===== src/rtl/ser8e1_pkg.sv =====
package ser8e1_pkg;

  typedef enum logic [2:0] {
    RX_IDLE,
    RX_START,
    RX_DATA,
    RX_PAR,
    RX_STOP,
    RX_WAIT
  } rxState_t;

  // control-to-datapath strobes, each one cycle wide
  typedef struct packed {
    logic rxShift;   // sample a data bit into the receive shifter
    logic rxPar;     // sample the parity bit
    logic rxDone;    // sample the stop bit and publish the character
    logic txLoad;    // load a new frame into the transmit shifter
    logic txShift;   // advance the transmit shifter by one bit
  } serStrobes_t;

endpackage


===== src/rtl/ser8e1_baud.sv =====
module ser8e1_baud #(
  parameter int CLK_HZ = 200_000_000,
  parameter int OVS    = 16
) (
  input  logic       clk,
  input  logic       rst,
  input  logic [1:0] rateSel,
  output logic       tick
);

  function automatic int calcDiv(input int baud);
    int d;
    d = (CLK_HZ + (OVS * baud) / 2) / (OVS * baud);
    if (d < 1) d = 1;
    return d;
  endfunction

  localparam int DIV_SLOW0 = calcDiv(9600);
  localparam int DIV_SLOW1 = calcDiv(19200);
  localparam int DIV_FAST0 = calcDiv(57600);
  localparam int DIV_FAST1 = calcDiv(115200);
  localparam int CNT_W     = $clog2(DIV_SLOW0 + 1);

  logic [CNT_W-1:0] divCnt;
  logic [CNT_W-1:0] curDiv;

  always_comb begin
    case (rateSel)
      2'd0:    curDiv = CNT_W'(DIV_SLOW0);
      2'd1:    curDiv = CNT_W'(DIV_SLOW1);
      2'd2:    curDiv = CNT_W'(DIV_FAST0);
      default: curDiv = CNT_W'(DIV_FAST1);
    endcase
  end

  always_ff @(posedge clk) begin
    if (rst) begin
      divCnt <= '0;
      tick   <= 1'b0;
    end else if (divCnt >= curDiv - CNT_W'(1)) begin
      divCnt <= '0;
      tick   <= 1'b1;
    end else begin
      divCnt <= divCnt + CNT_W'(1);
      tick   <= 1'b0;
    end
  end

  // ticks are spaced by the selected divisor while the switch setting holds
  p_tick_spacing_r3: assert property (@(posedge clk) disable iff (rst)
    (tick && curDiv > CNT_W'(1)) |=> (!tick || $changed(rateSel)));

endmodule


===== src/rtl/ser8e1_ctrl.sv =====
module ser8e1_ctrl
  import ser8e1_pkg::*;
#(
  parameter int OVS    = 16,
  parameter int DATA_W = 8
) (
  input  logic        clk,
  input  logic        rst,
  input  logic        tick,
  input  logic        rxS,
  input  logic        txValid,
  output logic        txReady,
  output serStrobes_t strb
);

  localparam int OVS_W      = $clog2(OVS);
  localparam int HALF       = OVS / 2 - 1;
  localparam int IDX_W      = $clog2(DATA_W);
  localparam int FRAME_BITS = DATA_W + 3;
  localparam int TXI_W      = $clog2(FRAME_BITS);

  rxState_t          rxState;
  logic [OVS_W-1:0]  rxCnt;
  logic [IDX_W-1:0]  rxBit;
  logic              rxCellEnd;

  logic              txBusy;
  logic [OVS_W-1:0]  txCnt;
  logic [TXI_W-1:0]  txIdx;
  logic              txCellEnd;

  assign rxCellEnd = tick && (rxCnt == OVS_W'(OVS - 1));
  assign txCellEnd = tick && (txCnt == OVS_W'(OVS - 1));
  assign txReady   = !txBusy;

  always_comb begin
    strb         = '0;
    strb.rxShift = (rxState == RX_DATA) && rxCellEnd;
    strb.rxPar   = (rxState == RX_PAR)  && rxCellEnd;
    strb.rxDone  = (rxState == RX_STOP) && rxCellEnd;
    strb.txLoad  = !txBusy && txValid;
    strb.txShift = txBusy && txCellEnd;
  end

  // receive sequencing
  always_ff @(posedge clk) begin
    if (rst) begin
      rxState <= RX_IDLE;
      rxCnt   <= '0;
      rxBit   <= '0;
    end else begin
      case (rxState)
        RX_IDLE: begin
          if (!rxS) begin
            rxState <= RX_START;
            rxCnt   <= '0;
          end
        end
        RX_START: begin
          if (tick) begin
            if (rxCnt == OVS_W'(HALF)) begin
              rxCnt <= '0;
              rxBit <= '0;
              rxState <= rxS ? RX_IDLE : RX_DATA;
            end else begin
              rxCnt <= rxCnt + OVS_W'(1);
            end
          end
        end
        RX_DATA: begin
          if (rxCellEnd) begin
            rxCnt <= '0;
            if (rxBit == IDX_W'(DATA_W - 1)) rxState <= RX_PAR;
            else rxBit <= rxBit + IDX_W'(1);
          end else if (tick) begin
            rxCnt <= rxCnt + OVS_W'(1);
          end
        end
        RX_PAR: begin
          if (rxCellEnd) begin
            rxCnt   <= '0;
            rxState <= RX_STOP;
          end else if (tick) begin
            rxCnt <= rxCnt + OVS_W'(1);
          end
        end
        RX_STOP: begin
          if (rxCellEnd) begin
            rxCnt   <= '0;
            rxState <= rxS ? RX_IDLE : RX_WAIT;
          end else if (tick) begin
            rxCnt <= rxCnt + OVS_W'(1);
          end
        end
        RX_WAIT: begin
          if (rxS) rxState <= RX_IDLE;
        end
        default: rxState <= RX_IDLE;
      endcase
    end
  end

  // transmit sequencing
  always_ff @(posedge clk) begin
    if (rst) begin
      txBusy <= 1'b0;
      txCnt  <= '0;
      txIdx  <= '0;
    end else if (!txBusy) begin
      if (txValid) begin
        txBusy <= 1'b1;
        txCnt  <= '0;
        txIdx  <= '0;
      end
    end else if (txCellEnd) begin
      txCnt <= '0;
      if (txIdx == TXI_W'(FRAME_BITS - 1)) txBusy <= 1'b0;
      else txIdx <= txIdx + TXI_W'(1);
    end else if (tick) begin
      txCnt <= txCnt + OVS_W'(1);
    end
  end

  p_accept_drops_ready_r4: assert property (@(posedge clk) disable iff (rst)
    (txValid && txReady) |=> !txReady);

endmodule


===== src/rtl/ser8e1_path.sv =====
module ser8e1_path
  import ser8e1_pkg::*;
#(
  parameter int DATA_W = 8
) (
  input  logic              clk,
  input  logic              rst,
  input  logic              rxd,
  input  serStrobes_t       strb,
  input  logic [DATA_W-1:0] txData,
  output logic              rxS,
  output logic              txd,
  output logic [DATA_W-1:0] rxData,
  output logic              rxValid,
  output logic              rxParErr,
  output logic              rxFrameErr
);

  localparam int FRAME_BITS = DATA_W + 3;

  logic                  rxMeta;
  logic [DATA_W-1:0]     rxSreg;
  logic                  rxParBit;
  logic [FRAME_BITS-1:0] txFrame;

  // two-flop synchronizer, idles high
  always_ff @(posedge clk) begin
    if (rst) begin
      rxMeta <= 1'b1;
      rxS    <= 1'b1;
    end else begin
      rxMeta <= rxd;
      rxS    <= rxMeta;
    end
  end

  always_ff @(posedge clk) begin
    if (rst) begin
      rxSreg     <= '0;
      rxParBit   <= 1'b0;
      rxData     <= '0;
      rxValid    <= 1'b0;
      rxParErr   <= 1'b0;
      rxFrameErr <= 1'b0;
    end else begin
      rxValid <= 1'b0;
      if (strb.rxShift) rxSreg <= {rxS, rxSreg[DATA_W-1:1]};
      if (strb.rxPar) rxParBit <= rxS;
      if (strb.rxDone) begin
        rxValid    <= 1'b1;
        rxData     <= rxSreg;
        rxParErr   <= ^{rxSreg, rxParBit};
        rxFrameErr <= !rxS;
      end
    end
  end

  // frame register: bit 0 drives the line; stop, parity, data, start
  always_ff @(posedge clk) begin
    if (rst) begin
      txFrame <= '1;
    end else if (strb.txLoad) begin
      txFrame <= {1'b1, ^txData, txData, 1'b0};
    end else if (strb.txShift) begin
      txFrame <= {1'b1, txFrame[FRAME_BITS-1:1]};
    end
  end

  assign txd = txFrame[0];

  p_valid_pulse_r5: assert property (@(posedge clk) disable iff (rst)
    rxValid |=> !rxValid);

endmodule


===== src/rtl/ser8e1_port.sv =====
module ser8e1_port
  import ser8e1_pkg::*;
#(
  parameter int CLK_HZ = 200_000_000,
  parameter int OVS    = 16,
  parameter int DATA_W = 8
) (
  input  logic              clk,
  input  logic              rst,
  input  logic [1:0]        rateSel,
  input  logic              rxd,
  output logic              txd,
  input  logic [DATA_W-1:0] txData,
  input  logic              txValid,
  output logic              txReady,
  output logic [DATA_W-1:0] rxData,
  output logic              rxValid,
  output logic              rxParErr,
  output logic              rxFrameErr
);

  logic        tick;
  logic        rxS;
  serStrobes_t strb;

  ser8e1_baud #(.CLK_HZ(CLK_HZ), .OVS(OVS)) i_baud (
    .clk(clk), .rst(rst), .rateSel(rateSel), .tick(tick)
  );

  ser8e1_ctrl #(.OVS(OVS), .DATA_W(DATA_W)) i_ctrl (
    .clk(clk), .rst(rst), .tick(tick), .rxS(rxS),
    .txValid(txValid), .txReady(txReady), .strb(strb)
  );

  ser8e1_path #(.DATA_W(DATA_W)) i_path (
    .clk(clk), .rst(rst), .rxd(rxd), .strb(strb), .txData(txData),
    .rxS(rxS), .txd(txd), .rxData(rxData), .rxValid(rxValid),
    .rxParErr(rxParErr), .rxFrameErr(rxFrameErr)
  );

  // idle transmitter keeps the line at the stop level
  p_idle_line_r2: assert property (@(posedge clk) disable iff (rst)
    txReady |-> txd);

endmodule


===== config.mk =====
export PLATFORM = sky130hd
export DESIGN_NAME = ser8e1_port
export DESIGN_NICKNAME = d
export VERILOG_FILES = /design/src/rtl/ser8e1_pkg.sv /design/src/rtl/ser8e1_baud.sv /design/src/rtl/ser8e1_ctrl.sv /design/src/rtl/ser8e1_path.sv /design/src/rtl/ser8e1_port.sv
export SDC_FILE = /design/constraint.sdc
export NUM_CORES = 1
export LEC_CHECK = 0
export ABC_AREA = 1
export BUFFER_PORTS_ARGS = -buffer_cell sky130_fd_sc_hd__buf_2
export CAP_MARGIN = 20
export CORE_UTILIZATION = 55
export DETAILED_ROUTE_END_ITERATION = 8
export HOLD_SLACK_MARGIN = 0.1
export PLACE_DENSITY = 0.74
export SYNTH_ARGS = -nofsm -noshare
export SYNTH_HDL_FRONTEND = slang
export SYNTH_SLANG_ARGS = --single-unit

===== constraint.sdc =====
create_clock -name clk -period 3.8 [get_ports clk]
set_clock_uncertainty 0.15 [all_clocks]
set_input_delay 0.38 -clock clk [delete_from_list [all_inputs] [get_ports clk]]
set_output_delay 0.38 -clock clk [all_outputs]
set_load 0.02 [all_outputs]

; ---- Word-level counts from Yosys, hierarchy flattened
; Cells that the tools add are included.
[op_classes]
addsub = 6
multipliers = 0
n_div = 0
order_cmp = 1
eq_ne = 25
shifts = 0
mux = 38
n_bitwise = 0
n_reduce_logical = 24
[op_table]
columns = cell, n
row1 = 4-bit two-way mux, 12
row2 = 3-bit two-way mux, 13
row3 = 11-bit case mux with 3 select lines, 1
row4 = 10-bit two-way mux, 2
row5 = 3-bit case mux with 6 select lines, 1
row6 = 4-bit by 1-bit adder with 4-bit output (second input constant), 3
row7 = 4-bit == test (second input constant), 3
row8 = 2-bit != test (second input constant), 6
row9 = 4-bit case mux with 3 select lines, 1
row10 = 11-bit by 1-bit adder with 11-bit output (second input constant), 1
row11 = 11-bit greater-or-equal comparator, 1
row12 = 11-bit by 1-bit subtractor with 11-bit output (second input constant), 1
row13 = 2-bit by 1-bit != test with 1-bit output (second input constant), 5
row14 = 3-bit == test (second input constant), 3
row15 = 9-bit parity, 1
row16 = 8-bit AND reduction, 1
row17 = 8-bit parity, 1
row18 = 1-bit logical AND, 7
row19 = 3-bit by 2-bit == test with 1-bit output (second input constant), 2
row20 = 1-bit two-way mux, 6
row21 = 3-bit case mux with 2 select lines, 1
row22 = 2-bit nonzero test, 3
row23 = 5-bit AND reduction, 1
row24 = 4-bit by 3-bit == test with 1-bit output (second input constant), 1
row25 = other kinds (16), 17
[totals]
regBits = 63
latchBits = 0
ram_bits = 0
romBits = 0
inputBits = 14
out_inout_bits = 13
elab_cells = 111
n_memories = 0

; ---- Logic depth before layout (Yosys ltp)
[logic_depth]
depth_word = 5
mapped_depth = 12
ltp_nobuf = 11

; ---- Cells and area by module
; A second synthesis with hierarchy kept.
[unflattened]
cells_unflattened = 487
hier_area_um2 = 3440.8
[by_module_without_submodules]
columns = module, n_inst, cells_each, area_per_inst_um2, seq_area_each_um2
row1 = ser8e1_path, 1, 183, 1388.8, 640.6
row2 = ser8e1_ctrl, 1, 182, 1153.6, 380.4
row3 = ser8e1_baud, 1, 122, 898.4, 240.2

; ---- Least setup slack after synthesis
; OpenSTA, ideal clock, no wires.
[synth_timing]
path_kind = input -> register
startpoint = in rateSel[0]
endpoint = reg i_baud.divCnt[0]
arrival_ps = 1692
slack_ps = 1842
stages = 12
path_buffers = 1
path_cell_list = inv_1 -> ha_1 -> inv_1 -> ha_1 -> nand2_1 -> nor2_1 -> nand2_1 -> a21oi_1 -> nor2_1 -> nand3_1 -> buf_2 -> nor2_1
[synth_between]
elab_chain_len = 5
elab_cells_between_ends = 7
[synth_lines]
columns = element, line
row1 = start: declaration, ser8e1_port.sv:10  ; input logic [1:0] rateSel,
row2 = 2-bit == test (tied with other cells), ser8e1_baud.sv:28  ; case (rateSel)
row3 = 11-bit case mux with 3 select lines *, ser8e1_baud.sv:28
row4 = 11-bit by 1-bit subtractor with 11-bit output *, ser8e1_baud.sv:40  ; end else if (divCnt >= curDiv - CNT_W'(1)) begin
row5 = 11-bit greater-or-equal comparator *, ser8e1_baud.sv:40
row6 = 2-bit OR reduction (no source line) *, --
row7 = end signal: assignment, ser8e1_baud.sv:44  ; divCnt <= divCnt + CNT_W'(1);
row8 = end: declaration, ser8e1_baud.sv:24  ; logic [CNT_W-1:0] divCnt;
; Every way passes the cells marked *; elsewhere a longest branch is shown, timed or not.
; A chain may end at the register's enable or synchronous reset.

; ---- Final worst setup path
[layout_timing]
startpoint = in rateSel[0]
endpoint = reg i_baud.divCnt[9]
; The elaborated chain is that of the path after synthesis.

==> results.toml <==
[clocking]
clock-sinks = 63
cts_tree = "yes"
cts_buffers = 9
clk_latency_ns = 0.33
cts_resized = 0
clock_path_buffers = 2
cts-htree-levels = 3
postCtsSetupRepairBufs = 0
cts-root-buf = "clkbuf_8"
clk_pin_slew_ns = 0.07

[critical_path]
path_class = "input pin to register"
crit_cells = 11
critPathRequiredTime_ns = 3.90
crit_start = "rateSel[0]"
cp-start-kind = "input pin"
crit_path_end = "i_baud.divCnt[9]$_SDFF_PP0_"
cp_cell_sequence = "buf_2, inv_1, ha_1, ha_1, nand2_1, nor2_1, nor2_1, a21oi_1, nor2_1, nand3_1, nor2_1"
slowest_delay_ns = 0.35
crit_top_cell = "nor2_1"
worstReg2RegStart = "i_ctrl.txCnt[0]$_SDFFE_PP0P_"
crit_arrival_ns = 2.20
cp_top_family = "simple AND/OR/NAND/NOR gates"
crit_fanout = 11
r2r-end = "i_ctrl.txIdx[2]$_SDFFE_PP0P_"
r2r_cells = 10
r2r_slack_ns = 1.78
crit_buf_inv = 2
crit_path_top_delay_cell = "nand3_1"
endpoint_kind = "register"

[worst_hold_path]
min_path_type = "input pin to register"
min_from = "txData[7]"
whs_path_depth = 3

[floorplan]
die_w_um = 80.9
rows = 28
die_y_um = 80.9
io-pin-count = 27
dieArea_mm2 = 0.00655
core_mm2 = 0.00596
initial_core_util_pct = 57.5

[global_route]
track_usage_pct = 22.2
antenna_found_initial = 0
grt_pass1_vias = 2661
grt_pass1_wl_mm = 11.3
grt-ovfl-total = 0
grt_max_degree = 24

[logic_synthesis]
ys_ff_latch = 63
yosysSeqAreaShare_pct = 36.8
synthMuxAreaShare_pct = 0
synth_top_family_by_area = "simple AND/OR/NAND/NOR gates"
synthXorXnorAreaFrac_pct = 5.37
synthSimpleGateAreaFrac_pct = 27.6
ys.warnings.count = 0
yosysTopAreaCell = "dfxtp_1"
synth_fa_ha_area_share_pct = 8.76
synth-compound-area-share_pct = 13.0
yosysTopAreaCellShare_pct = 36.8
synthesis.area_mm2 = 0.00343
synth_area_leaders = "dfxtp_1 37%, nand2_1 10%, ha_1 8.8%"
avgSynthCellArea_um2 = 7.39
synthCells = 464
synth_nets = 502
synth_cell_types = 35

[detailed_routing]
drt_iter0_markers = 127
routed_wl_mm = 6.60
via_count = 2898
ant_nets = 0
wl_per_cell_um = 11.5
first_pass_iters = 4
drcViolationCount = 0
drt-vias-per-instance = 5.06

[layout]
fin_area_mm2 = 0.00380
drive_above_1_share_pct = 14.9
nNetsFinal = 531
area_growth_pct = 10.9
fillers = 547
multi_input_area_mm2 = 0.00187
regArea_mm2 = 0.00126
num_antenna_cells = 0

[placed_design]
placedInstanceArea_mm2 = 0.00360
dpl.hpwl_mm = 4.83
place_ws_ns = 1.39
finalWeightedCongestion = 0.836
port_buffers = 26

[timing]
setup_tns_ns = 0
worst_slew_pin_slew_ns = 0.453
clock.fmax_ghz = 0.476
setup_viol = 0
post-route-period-util_pct = 55.2
slew_headroom_pct = 69.7
hold_viol_final = 0
drv_slew = 0
layout_setup_ws_ns = 1.70
rsz0062_at_grt = "no"
final.min_clock_period_ns = 2.10

[pwr]
p_leak_nw = 1.77
ir_drop_uv = 370
p_per_area_mw_per_mm2 = 474
power_mw = 1.80

[flow_run]
drv_cap = 0

[run_status]
outcome = "completed"
## tightest hold or removal path, stage by stage
cell and delay [ns]:
buf_2 0.10, o211ai_1 0.10, nand3_1 0.06
## through the flow
stage                     hold WS, ns  utilization (%)  std cells
after floorplan                 0.239                -        464
after global placement          0.264             60.4        556
after detailed placement        0.279             60.4        556
after CTS                       0.188             63.8        573
after global routing            0.196             63.8        573
final                           0.198             63.8        573
## flip-flops by register name, summed over array words and instances, names as in the netlist, 3 cells and up
register        count
i_baud.divCnt      11
i_path.rxSreg       8
i_ctrl.txIdx        4
i_ctrl.rxCnt        4
i_ctrl.rxState      3
i_ctrl.txCnt        4
i_ctrl.rxBit        3
i_path.txFrame     10
i_path.rxData       8
## placed cells by master (no fill, tap or decap)
cell type / count
a211oi_1: 1
a21oi_1: 29
a21oi_2: 5
a2bb2oi_1: 1
buf_2: 26
buf_4: 2
bufinv_16: 1
clkbuf_1: 3
clkbuf_8: 10
clkinv_1: 1
clkinv_2: 1
clkinvlp_4: 1
dfxtp_1: 63
dlygate4sd3_1: 1
ha_1: 24
inv_1: 55
inv_2: 2
inv_4: 1
nand2_1: 94
nand2_2: 3
nand2_4: 2
nand3_1: 33
nand3_2: 1
nand4_1: 4
nand4_2: 1
nor2_1: 53
nor2_2: 1
nor2_4: 3
nor3_1: 2
nor3_2: 2
nor3b_2: 1
o211ai_1: 10
o21ai_0: 22
o21ai_1: 6
o21ai_2: 2
o31ai_1: 1
or2_2: 9
xnor2_1: 10
xor2_1: 11
## cell type report
type	instances	share of cell area, %
Multi-Input combinational cell	331	49.3
Sequential cell	63	33.2
Inverter	59	5.89
Timing Repair Buffer	29	4.08
Clock buffer	13	3.92
Tap cell	75	2.47
Clock inverter	3	1.12
## cell usage after synthesis
master / number
inv_1: 55
xor2_1: 11
inv_2: 2
xnor2_1: 10
nor2_2: 1
or2_2: 9
nand2_1: 94
o31ai_1: 1
nand2_2: 3
buf_1: 1
dfxtp_1: 63
nor2_4: 3
a21oi_1: 29
o211ai_1: 10
ha_1: 24
nor3_1: 2
inv_4: 1
nand4_1: 4
a211oi_1: 1
nand2_4: 2
a21oi_2: 5
nand4_2: 1
a2bb2oi_1: 1
nor3b_2: 1
nand3_1: 33
clkinv_1: 1
o21ai_0: 22
nor3_2: 2
nor2_1: 53
nand3_2: 1
o21ai_1: 6
o21ai_2: 2
buf_2: 3
buf_6: 3
clkbuf_1: 4
## layer usage
layer  GRT usage (%)  vias to the layer above  share of wire [%]
li1                -                     1554                  -
met1            28.2                     1289                 50
met2            35.8                       51                 45
met3            5.39                        4                3.2
met4            9.29                        0               0.88
met5               0                        -                  0
## timing repair
| item | in CTS | in global routing |
|---|---|---|
| setup endpoints to repair | 0 | 0 |
| endpoints found under the hold margin | 1 | 0 |
| hold buffers | 1 | 0 |
## worst min path at each step
| stage | endpoint | slack [ns] |
|---|---|---|
| floorplan | i_path.rxS$_SDFF_PP1_ | 0.24 |
| global placement | i_path.rxS$_SDFF_PP1_ | 0.26 |
| detailed placement | i_path.rxS$_SDFF_PP1_ | 0.28 |
| CTS | i_path.txFrame[8]$_SDFFE_PP1P_ | 0.19 |
| global route | i_path.txFrame[8]$_SDFFE_PP1P_ | 0.20 |
| finish | i_path.txFrame[8]$_SDFFE_PP1P_ | 0.20 |
## report_power, final
part / total, mW / switching, mW / internal, mW
sequential: 0.757 / 0.0528 / 0.704
combinational: 0.476 / 0.312 / 0.165
clock: 0.570 / 0.249 / 0.321
## kinds of logic after synthesis
logic type | Yosys count
AOI/OAI and AO/OA | 77
xor gates and xnor gates | 21
and+or+nand+nor | 209
buffers and inverters | 70
DFF | 63
adders and majority gates | 24
No activity file was read; power rests on OpenSTA's default activity.
